<file path="src/rtl/icyc_pkg.sv">
package icyc_pkg;

  typedef enum logic [1:0] {
    CYC_FETCH = 2'b00,
    CYC_IND   = 2'b01,
    CYC_EXEC  = 2'b10,
    CYC_INT   = 2'b11
  } cyc_e;

  localparam int unsigned OP_W   = 3;
  localparam int unsigned STEP_W = 2;

  localparam logic [OP_W-1:0] OP_ADD  = 3'b001;
  localparam logic [OP_W-1:0] OP_ISZ  = 3'b010;
  localparam logic [OP_W-1:0] OP_LOAD = 3'b011;

  typedef struct packed {
    logic mar_from_pc;
    logic mar_from_ir;
    logic mar_from_save;
    logic mbr_from_mem;
    logic mbr_from_pc;
    logic mbr_inc;
    logic ir_from_mbr;
    logic ir_addr_from_mbr;
    logic pc_inc;
    logic pc_from_isr;
    logic pc_skip_zero;
    logic r1_add;
    logic r1_load;
    logic mem_rd;
    logic mem_wr;
    logic last;
  } ctrl_t;

endpackage

</file>
<file path="src/rtl/icyc_timing.sv">
module icyc_timing
  import icyc_pkg::*;
(
  input  logic              clk_i,
  input  logic              rst_ni,
  input  logic              last_i,
  input  logic              ind_i,
  input  logic              irq_i,
  output cyc_e              cyc_o,
  output logic [STEP_W-1:0] step_o,
  output logic              pend_o
);

  cyc_e              cyc_q, cyc_d;
  logic [STEP_W-1:0] step_q;
  logic              pend_q;

  always_comb begin
    cyc_d = cyc_q;
    if (last_i) begin
      unique case (cyc_q)
        CYC_FETCH: cyc_d = ind_i ? CYC_IND : CYC_EXEC;
        CYC_IND:   cyc_d = CYC_EXEC;
        CYC_EXEC:  cyc_d = pend_q ? CYC_INT : CYC_FETCH;
        CYC_INT:   cyc_d = CYC_FETCH;
        default:   cyc_d = CYC_FETCH;
      endcase
    end
  end

  always_ff @(posedge clk_i or negedge rst_ni) begin
    if (!rst_ni) begin
      cyc_q  <= CYC_FETCH;
      step_q <= '0;
    end else begin
      cyc_q  <= cyc_d;
      step_q <= last_i ? '0 : step_q + 1'b1;
    end
  end

  // request held until interrupt phase; masked while it runs
  always_ff @(posedge clk_i or negedge rst_ni) begin
    if (!rst_ni)               pend_q <= 1'b0;
    else if (cyc_q == CYC_INT) pend_q <= 1'b0;
    else if (irq_i)            pend_q <= 1'b1;
  end

  assign cyc_o  = cyc_q;
  assign step_o = step_q;
  assign pend_o = pend_q;

  AST_FETCH_NEXT: assert property (@(posedge clk_i) disable iff (!rst_ni)
    (cyc_q == CYC_FETCH && last_i) |=> (cyc_q == CYC_IND || cyc_q == CYC_EXEC));
  AST_INT_NEXT: assert property (@(posedge clk_i) disable iff (!rst_ni)
    (cyc_q == CYC_INT && last_i) |=> (cyc_q == CYC_FETCH && step_q == '0));
  AST_STEP_HOLD: assert property (@(posedge clk_i) disable iff (!rst_ni)
    !last_i |=> ($stable(cyc_q) && step_q == STEP_W'($past(step_q) + 1'b1)));
  AST_PEND_CLR: assert property (@(posedge clk_i) disable iff (!rst_ni)
    (cyc_q == CYC_INT) |=> !pend_q);

endmodule

</file>
<file path="src/rtl/icyc_ctrl_dec.sv">
module icyc_ctrl_dec
  import icyc_pkg::*;
(
  input  cyc_e              cyc_i,
  input  logic [STEP_W-1:0] step_i,
  input  logic [OP_W-1:0]   op_i,
  output ctrl_t             ctrl_o
);

  logic mem_op;
  assign mem_op = (op_i == OP_ADD) || (op_i == OP_ISZ) || (op_i == OP_LOAD);

  always_comb begin
    ctrl_o = '0;
    unique case (cyc_i)
      CYC_FETCH: begin
        unique case (step_i)
          2'd0: ctrl_o.mar_from_pc = 1'b1;
          2'd1: begin
            ctrl_o.mem_rd       = 1'b1;
            ctrl_o.mbr_from_mem = 1'b1;
            ctrl_o.pc_inc       = 1'b1;
          end
          default: begin
            ctrl_o.ir_from_mbr = 1'b1;
            ctrl_o.last        = 1'b1;
          end
        endcase
      end
      CYC_IND: begin
        unique case (step_i)
          2'd0: ctrl_o.mar_from_ir = 1'b1;
          2'd1: begin
            ctrl_o.mem_rd       = 1'b1;
            ctrl_o.mbr_from_mem = 1'b1;
          end
          default: begin
            ctrl_o.ir_addr_from_mbr = 1'b1;
            ctrl_o.last             = 1'b1;
          end
        endcase
      end
      CYC_EXEC: begin
        if (!mem_op) begin
          ctrl_o.last = 1'b1;
        end else begin
          unique case (step_i)
            2'd0: ctrl_o.mar_from_ir = 1'b1;
            2'd1: begin
              ctrl_o.mem_rd       = 1'b1;
              ctrl_o.mbr_from_mem = 1'b1;
            end
            2'd2: begin
              if (op_i == OP_ISZ) begin
                ctrl_o.mbr_inc = 1'b1;
              end else begin
                ctrl_o.r1_add  = (op_i == OP_ADD);
                ctrl_o.r1_load = (op_i == OP_LOAD);
                ctrl_o.last    = 1'b1;
              end
            end
            default: begin
              ctrl_o.mem_wr       = 1'b1;
              ctrl_o.pc_skip_zero = 1'b1;
              ctrl_o.last         = 1'b1;
            end
          endcase
        end
      end
      default: begin
        unique case (step_i)
          2'd0: ctrl_o.mbr_from_pc = 1'b1;
          2'd1: begin
            ctrl_o.mar_from_save = 1'b1;
            ctrl_o.pc_from_isr   = 1'b1;
          end
          default: begin
            ctrl_o.mem_wr = 1'b1;
            ctrl_o.last   = 1'b1;
          end
        endcase
      end
    endcase
  end

endmodule

</file>
<file path="src/rtl/icyc_datapath.sv">
module icyc_datapath
  import icyc_pkg::*;
#(
  parameter int unsigned ADDR_W = 12,
  parameter int unsigned DATA_W = 16,
  parameter logic [ADDR_W-1:0] SAVE_ADDR = 12'hFF0,
  parameter logic [ADDR_W-1:0] ISR_ADDR  = 12'h100
) (
  input  logic              clk_i,
  input  logic              rst_ni,
  input  ctrl_t             ctrl_i,
  input  logic [DATA_W-1:0] rdata_i,
  output logic [ADDR_W-1:0] mar_o,
  output logic [DATA_W-1:0] mbr_o,
  output logic [DATA_W-1:0] ir_o,
  output logic [ADDR_W-1:0] pc_o,
  output logic [DATA_W-1:0] r1_o
);

  logic [ADDR_W-1:0] mar_q, pc_q;
  logic [DATA_W-1:0] mbr_q, ir_q, r1_q;

  always_ff @(posedge clk_i or negedge rst_ni) begin
    if (!rst_ni) begin
      mar_q <= '0;
    end else if (ctrl_i.mar_from_pc) begin
      mar_q <= pc_q;
    end else if (ctrl_i.mar_from_ir) begin
      mar_q <= ir_q[ADDR_W-1:0];
    end else if (ctrl_i.mar_from_save) begin
      mar_q <= SAVE_ADDR;
    end
  end

  always_ff @(posedge clk_i or negedge rst_ni) begin
    if (!rst_ni) begin
      mbr_q <= '0;
    end else if (ctrl_i.mbr_from_mem) begin
      mbr_q <= rdata_i;
    end else if (ctrl_i.mbr_from_pc) begin
      mbr_q <= DATA_W'(pc_q);
    end else if (ctrl_i.mbr_inc) begin
      mbr_q <= mbr_q + 1'b1;
    end
  end

  always_ff @(posedge clk_i or negedge rst_ni) begin
    if (!rst_ni) begin
      ir_q <= '0;
    end else if (ctrl_i.ir_from_mbr) begin
      ir_q <= mbr_q;
    end else if (ctrl_i.ir_addr_from_mbr) begin
      ir_q[ADDR_W-1:0] <= mbr_q[ADDR_W-1:0];
    end
  end

  always_ff @(posedge clk_i or negedge rst_ni) begin
    if (!rst_ni) begin
      pc_q <= '0;
    end else if (ctrl_i.pc_from_isr) begin
      pc_q <= ISR_ADDR;
    end else if (ctrl_i.pc_inc || (ctrl_i.pc_skip_zero && mbr_q == '0)) begin
      pc_q <= pc_q + 1'b1;
    end
  end

  always_ff @(posedge clk_i or negedge rst_ni) begin
    if (!rst_ni) begin
      r1_q <= '0;
    end else if (ctrl_i.r1_add) begin
      r1_q <= r1_q + mbr_q;
    end else if (ctrl_i.r1_load) begin
      r1_q <= mbr_q;
    end
  end

  assign mar_o = mar_q;
  assign mbr_o = mbr_q;
  assign ir_o  = ir_q;
  assign pc_o  = pc_q;
  assign r1_o  = r1_q;

  AST_RD_NOT_IR: assert property (@(posedge clk_i) disable iff (!rst_ni)
    ctrl_i.mem_rd |-> !(ctrl_i.ir_from_mbr || ctrl_i.ir_addr_from_mbr));
  AST_PC_STEP: assert property (@(posedge clk_i) disable iff (!rst_ni)
    ctrl_i.pc_inc |=> pc_q == ADDR_W'($past(pc_q) + 1'b1));
  AST_ISR_JUMP: assert property (@(posedge clk_i) disable iff (!rst_ni)
    ctrl_i.pc_from_isr |=> (pc_q == ISR_ADDR && mar_q == SAVE_ADDR));

endmodule

</file>
<file path="src/rtl/icyc_seq.sv">
module icyc_seq
  import icyc_pkg::*;
#(
  parameter int unsigned ADDR_W = 12,
  parameter int unsigned DATA_W = 16,
  parameter logic [ADDR_W-1:0] SAVE_ADDR = 12'hFF0,
  parameter logic [ADDR_W-1:0] ISR_ADDR  = 12'h100
) (
  input  logic              clk_i,
  input  logic              rst_ni,
  input  logic              irq_i,
  output logic [ADDR_W-1:0] mem_addr_o,
  output logic [DATA_W-1:0] mem_wdata_o,
  input  logic [DATA_W-1:0] mem_rdata_i,
  output logic              mem_rd_o,
  output logic              mem_wr_o,
  output logic [1:0]        cyc_code_o,
  output logic [ADDR_W-1:0] pc_o,
  output logic [DATA_W-1:0] r1_o
);

  localparam int unsigned IND_BIT = ADDR_W;
  localparam int unsigned OP_LSB  = ADDR_W + 1;

  cyc_e              cyc;
  logic [STEP_W-1:0] step;
  logic              pend;
  ctrl_t             ctrl;
  logic [DATA_W-1:0] mbr, ir;

  icyc_timing u_timing (
    .clk_i  (clk_i),
    .rst_ni (rst_ni),
    .last_i (ctrl.last),
    .ind_i  (mbr[IND_BIT]),
    .irq_i  (irq_i),
    .cyc_o  (cyc),
    .step_o (step),
    .pend_o (pend)
  );

  icyc_ctrl_dec u_dec (
    .cyc_i  (cyc),
    .step_i (step),
    .op_i   (ir[OP_LSB +: OP_W]),
    .ctrl_o (ctrl)
  );

  icyc_datapath #(
    .ADDR_W    (ADDR_W),
    .DATA_W    (DATA_W),
    .SAVE_ADDR (SAVE_ADDR),
    .ISR_ADDR  (ISR_ADDR)
  ) u_dp (
    .clk_i   (clk_i),
    .rst_ni  (rst_ni),
    .ctrl_i  (ctrl),
    .rdata_i (mem_rdata_i),
    .mar_o   (mem_addr_o),
    .mbr_o   (mbr),
    .ir_o    (ir),
    .pc_o    (pc_o),
    .r1_o    (r1_o)
  );

  assign mem_wdata_o = mbr;
  assign mem_rd_o    = ctrl.mem_rd;
  assign mem_wr_o    = ctrl.mem_wr;
  assign cyc_code_o  = cyc;

  AST_RD_WR_EXCL: assert property (@(posedge clk_i) disable iff (!rst_ni)
    !(mem_rd_o && mem_wr_o));
  AST_EXEC_TO_INT: assert property (@(posedge clk_i) disable iff (!rst_ni)
    (cyc == CYC_EXEC && ctrl.last && pend) |=> cyc == CYC_INT);

endmodule

</file>
<file path="config.mk">
export PLATFORM = sky130hd
export DESIGN_NAME = icyc_seq
export DESIGN_NICKNAME = d
export VERILOG_FILES = /design/src/rtl/icyc_pkg.sv /design/src/rtl/icyc_timing.sv /design/src/rtl/icyc_ctrl_dec.sv /design/src/rtl/icyc_datapath.sv /design/src/rtl/icyc_seq.sv
export SDC_FILE = /design/constraint.sdc
export NUM_CORES = 1
export LEC_CHECK = 0
export BUFFER_PORTS_ARGS = -buffer_cell sky130_fd_sc_hd__buf_2
export CAP_MARGIN = 10
export CORE_ASPECT_RATIO = 0.6
export CORE_MARGIN = 2
export CORE_UTILIZATION = 30
export DETAILED_ROUTE_END_ITERATION = 12
export HOLD_SLACK_MARGIN = 0.02
export SLEW_MARGIN = 25
export SYNTH_ARGS = -nofsm -noshare
export SYNTH_HDL_FRONTEND = slang
export SYNTH_SLANG_ARGS = --single-unit
</file>
<file path="constraint.sdc">
create_clock -name clk_i -period 5.13 [get_ports clk_i]
set_input_delay 0.513 -clock clk_i [delete_from_list [all_inputs] [get_ports clk_i]]
set_output_delay 0.513 -clock clk_i [all_outputs]
set_load 0.02 [all_outputs]
</file>
Yosys cells after proc, flatten, opt, wreduce, memory -nomap -nowiden. Cells that the tools add are included.

Input bits: 19. Word-level logic and storage cells: 85. Memories kept: 0. RAM bits: 0. Register bits: 77. Output and inout port bits: 60. Memory bits (read-only): 0. Bits in latches: 0.

Add/sub/neg operators: 4. Mux-type cells: 47. Bitwise logic cells: 0. Equality and inequality tests: 8. Divide/modulo/power cells: 0. Reductions and logical operators: 17. $lt $le $gt $ge: 0. Shift operators: 0. Multipliers: 0.

Operators with widths (count): 12-bit two-way mux (7); 16-bit two-way mux (5); 1-bit two-way mux (20); 16-bit by 1-bit adder with 16-bit output (second input constant) (1); 16-bit adder (1); 16-bit logical NOT (1); 12-bit by 1-bit adder with 12-bit output (second input constant) (1); 2-bit two-way mux (6); 1-bit case mux with 2 select lines (6); 2-bit case mux with 4 select lines (1); 2-bit nonzero test (4); 2-bit equality test (second input constant) (3); 3-bit by 2-bit equality test with 1-bit output (second input constant) (2); 3-bit nonzero test (2); 3-bit OR reduction (2); 5-bit two-way mux (1); 2-bit by 1-bit equality test with 1-bit output (second input constant) (2); 2-bit logical NOT (2); 2-bit OR reduction (2); 3-bit by 1-bit equality test with 1-bit output (second input constant) (1); 1-bit logical OR (3); 3-bit two-way mux (1); 2-bit by 1-bit adder with 2-bit output (second input constant) (1); 1-bit logical AND (1).

Depth between registers and ports, before layout.
Depth in word-level cells: 9. Depth in mapped cells: 11. Gate-level depth less buffers: 9.

Modules after synthesis. Synthesis repeated with hierarchy kept, for this count alone.

Cell total of the unflattened synthesis: 510. Area total of the unflattened synthesis: 4730.8 um^2.

Modules (own cells, without submodules): icyc_datapath (instances 1, cells an instance 455, seq. area each 1801.7 um^2, area an instance 4259.1 um^2); icyc_ctrl_dec (instances 1, cells an instance 36, seq. area each 0.0 um^2, area an instance 269.0 um^2); icyc_timing (instances 1, cells an instance 19, seq. area each 125.1 um^2, area an instance 202.7 um^2).

Least setup slack after synthesis. OpenSTA, ideal clock, no wires.

Path kind: register -> output. From: reg u_timing.cyc_q[0] (netlist: u_timing.cyc_o[0]). To: out mem_rd_o. Path slack: 2704 ps. Path buffers: 2. Cell stages (with the launch flop): 8. Data required time: 4617 ps. Arrival time: 1913 ps. Cells stage by stage: dfrtp_1 -> inv_1 -> ha_1 -> and2b_1 -> o21a_1 -> o311a_1 -> clkbuf_1 -> clkbuf_1.

Word-level cells in the longest chain between the ends: 3. Elaborated cells on any way between the ends: 5. Classes of those cells: eq/ne (2); mux (1); reduce/logical (2).

Ends and longest elaborated chain: start: declaration (RTL line icyc_timing.sv:14) `cyc_e cyc_q, cyc_d;`; start signal: assignment (RTL line icyc_timing.sv:36) `cyc_q <= cyc_d;`; 2-bit by 1-bit equality test with 1-bit output / 2-bit logical NOT (equally long branches) (RTL line icyc_ctrl_dec.sv:15) `unique case (cyc_i)`; 2-bit OR reduction (no line); 1-bit case mux with 2 select lines * (RTL line icyc_ctrl_dec.sv:15); end: declaration (RTL line icyc_seq.sv:15) `output logic mem_rd_o,`.

Mark *: on every way between the ends. The rest lies on a longest branch, timed or not.

Final worst setup path.
From: reg u_timing.cyc_q[0] (netlist: u_timing.cyc_o[0]). To: reg u_dp.mbr_q[10] (netlist: u_dp.mbr_o[10]).

Word-level cells in the longest chain between the ends: 5. Elaborated cells on any way between the ends: 11. Classes of those cells: eq/ne (2); mux (5); reduce/logical (4).

Ends and longest elaborated chain: 2-bit by 1-bit equality test with 1-bit output (tied with other cells) (RTL line icyc_ctrl_dec.sv:15); 3-bit OR reduction (no line); 1-bit two-way mux (RTL line icyc_ctrl_dec.sv:15); 16-bit two-way mux (RTL line icyc_datapath.sv:40) `end else if (ctrl_i.mbr_from_pc) begin`; 16-bit two-way mux (RTL line icyc_datapath.sv:38) `end else if (ctrl_i.mbr_from_mem) begin`; end signal: assignment (RTL line icyc_datapath.sv:39) `mbr_q <= rdata_i;`; end signal: assignment (RTL line icyc_datapath.sv:41) `mbr_q <= DATA_W'(pc_q);`; end signal: assignment (RTL line icyc_datapath.sv:43) `mbr_q <= mbr_q + 1'b1;`; end: declaration (RTL line icyc_datapath.sv:21) `logic [DATA_W-1:0] mbr_q, ir_q, r1_q;`.

Several ways; a longest one is shown, not always the timed one. A chain may end at the register's enable or synchronous reset.

==> impl_results.md <==
- Final net count: 634
- Die height: between 100 and 150 um
- Area leader, netlist: dfrtp_1
- Via density: 5.143
- Share of cells above drive strength 1: about a fifth
- Clock Tree Root: clkbuf_16
- Total of max-cap violations: 0
- Via Count: around 4000
- Routed WL: 13330 um
- Ant. Diodes: 0
- Yosys cell types: 51
- Crit share post-route: 56.67%
- Final Hold Viols: 0
- Most common cell after layout, fill and taps aside: buf_2
- Asr flop ratio synth: between 90% and 100%
- Final ANT Viol Nets: 0
- Post-Synth Simple-Gate Area: between 10% and 20%
- Most frequent cells in the layout: buf_2, dfrtp_1, nor2_1
- CTS sink cnt: 76
- Core area: 15330 um^2
- Top_reg_cell synth: dfrtp_1
- Die area: 16670 um^2
- Total GRT Usage: approximately 17%
- Area of the multi-input gates: about 2600 um^2
- Ys Warns: 0
- Synth area leaders: dfrtp_1, ha_1, a21oi_1
- Post-route setup slack: 2223 ps
- Vias in the first global route: 3848
- Worst-Margin Slew: a little under 1000 ps
- Synthesized instance count: ~530
- CP required: between 5000 and 6000 ps
- Number of synthesized flops with an enable pin: 0
- # Post-CTS Setup Buffers: 0
- I/O pins: 79
- Die Wd: ~170 um
- Pin count of the biggest net entering global routing: slightly below 80
- Adder-cell area share of the yosys netlist: about 7.4%
- Worst skew pair latency: ~340 ps
- Placed cells: between 700 and 800
- Final min period: approximately 2900 ps
- Design Area, Final: 5530 um^2
- Synth Net Count: between 500 and 600
- PortBufs: slightly below 80
- HP Class: input pin to asynchronous set/reset pin
- Inserted Clock Buffers: 9
- Largest family of logic cells by synthesized area: simple AND/OR/NAND/NOR gates
- Final core occ: 36.08%
- Avg Cell Area, Syn: 8.928 um^2
- Worst-path clk slew: 60 ps
- Relative slew slack: a little over a third
- Endpoint type of the worst setup path: flop
- Non-Filler Instances: a little under 800
- Register area share after synthesis: between 40% and 50%
- Initial Utilization: between 30% and 40%
- Leakage Power: roughly 2.6 nW
- # fillers: between 1500 and 2000
- First-pass GRT wire length: between 20000 and 25000 um
- Post-synthesis to final-layout area growth: 17.99%
- Bufs on Longest Clock Path: 2
- Fin. max-slew vios: 0
- Pwr dens: 719.5 nW/um^2
- Iter 0 DRT Violations: roughly 280
- Fin Hold WS: around 200 ps
- DRT Pass-1 Iters: 4
- Total grt overflow: 0
- Worst IR drop on VDD: 257.2 uV
- CTS tree: yes
- # rows: 35
- Pre-CTS setup slack: ~2300 ps
- CP arrival: ~3100 ps
- Mux cell area share after synthesis: under 10%
- RSZ-0062 raised after global routing: no
- Hpwl dp: just under 10000 um
- Antenna violations before repair: 0
- Status: complete, no violations
- Final setup TNS: 0 ps
- DR WL/cell: 16.75 um
- WS Path Type: flop to flop
- XOR/XNOR share of the synthesized area: around 6.4%
- CTS hold repair buffers: 0
- Worst-path fanout max: 29
- Residual DRC count: 0
- Peak Freq: 344.0 MHz
- CTS resizes: 0
- Placed inst area: ~5200 um^2
- Synth Register Bits: 76
- Post-synthesis compound-gate area fraction: between 10% and 20%
- Setup Skew: between 7 and 8 ps
- Setup violators final: 0
- H-tree levels: 3
- FF/Latch Area: 1902 um^2
- Gpl congestion: 0.9060
- Total power draw: about 4 mW
- Crit path launch type: flop
- Post-Syn Area: approximately 4700 um^2
- Post-synth top area share: around two fifths
layer usage:
layer | track usage (%) | vias up | routed length (um)
li1 | - | 1958 | -
met1 | 25.83 | 1982 | 6662
met2 | 22.95 | 144 | 5431
met3 | 4.196 | 10 | 1154
met4 | 2.851 | 0 | 86
met5 | 0 | - | 0
state kept, by name, indices dropped and copies added (netlist names):
| name | count |
|---|---|
| u_dp.mar_o | 12 |
| u_timing.step_o | 2 |
| u_dp.pc_o | 12 |
| u_timing.cyc_o | 2 |
| u_dp.r1_o | 16 |
| u_dp.mbr_o | 16 |
| u_timing.pend_o | 1 |
| u_dp.ir_o | 15 |
final cells by class:
cell class              instances  share of cell area, %
inverters                      17                  1.154
clock inverters                 5                  1.086
well taps                     203                  4.593
repair buffers                 80                  7.443
flip-flops and latches         76                  34.39
clock buffers                  11                  4.389
multi-input cells             404                  46.95
cell usage after synthesis (4+ instances only):
master	instances
dfrtp_1	76
mux2_2	16
buf_2	5
inv_1	17
o21ai_0	36
o21ai_1	7
nand3_1	11
a211oi_1	11
xor2_1	19
nor3_1	4
clkbuf_1	18
a21oi_1	53
nor2_1	64
xnor2_1	15
a21o_1	6
and2_1	6
and3_1	5
nor2b_1	5
mux2i_1	9
ha_1	26
a22oi_1	5
nand2_1	61
or3_1	4
nand4_1	5
final timing paths:
check	from	end	slack [ps]	depth (start not counted)
min in group clk_i	irq_i	u_timing.pend_o	390	3
worst max register to register	u_timing.cyc_o[0]	u_dp.mbr_o[10]	2220	10
worst min register to register	u_dp.ir_o[1]	u_dp.mar_o[1]	510	2
worst max-delay path	u_timing.cyc_o[0]	u_dp.mbr_o[10]	2220	10
worst min-delay path	rst_ni	u_dp.r1_o[14]	200	1
max in group asynchronous	rst_ni	u_dp.r1_o[2]	4430	1
kinds of logic after synthesis:
group,Yosys count
and+or+nand+nor,182
AOI/OAI and AO/OA,136
DFF,76
buffers and inverters,45
xor gates and xnor gates,34
adders and majority gates,27
muxes,25
critical path, stage by stage, from the launching register on:
cell and delay (ps):
dfrtp_1 420, inv_1 90, ha_1 250, and2b_1 230, o21a_1 130, o311a_1 280
buf_4 230, nand2b_1 250, nand2b_1 530, a21oi_1 300, a21oi_1 60
power breakdown:
group	internal, mW	total, mW	switching (mW)
sequential	0.838	1.21	0.368
combinational	0.854	2.12	1.26
clock	0.392	0.655	0.263
total	2.08	3.98	1.89
(Power assumes the default switching activity.)
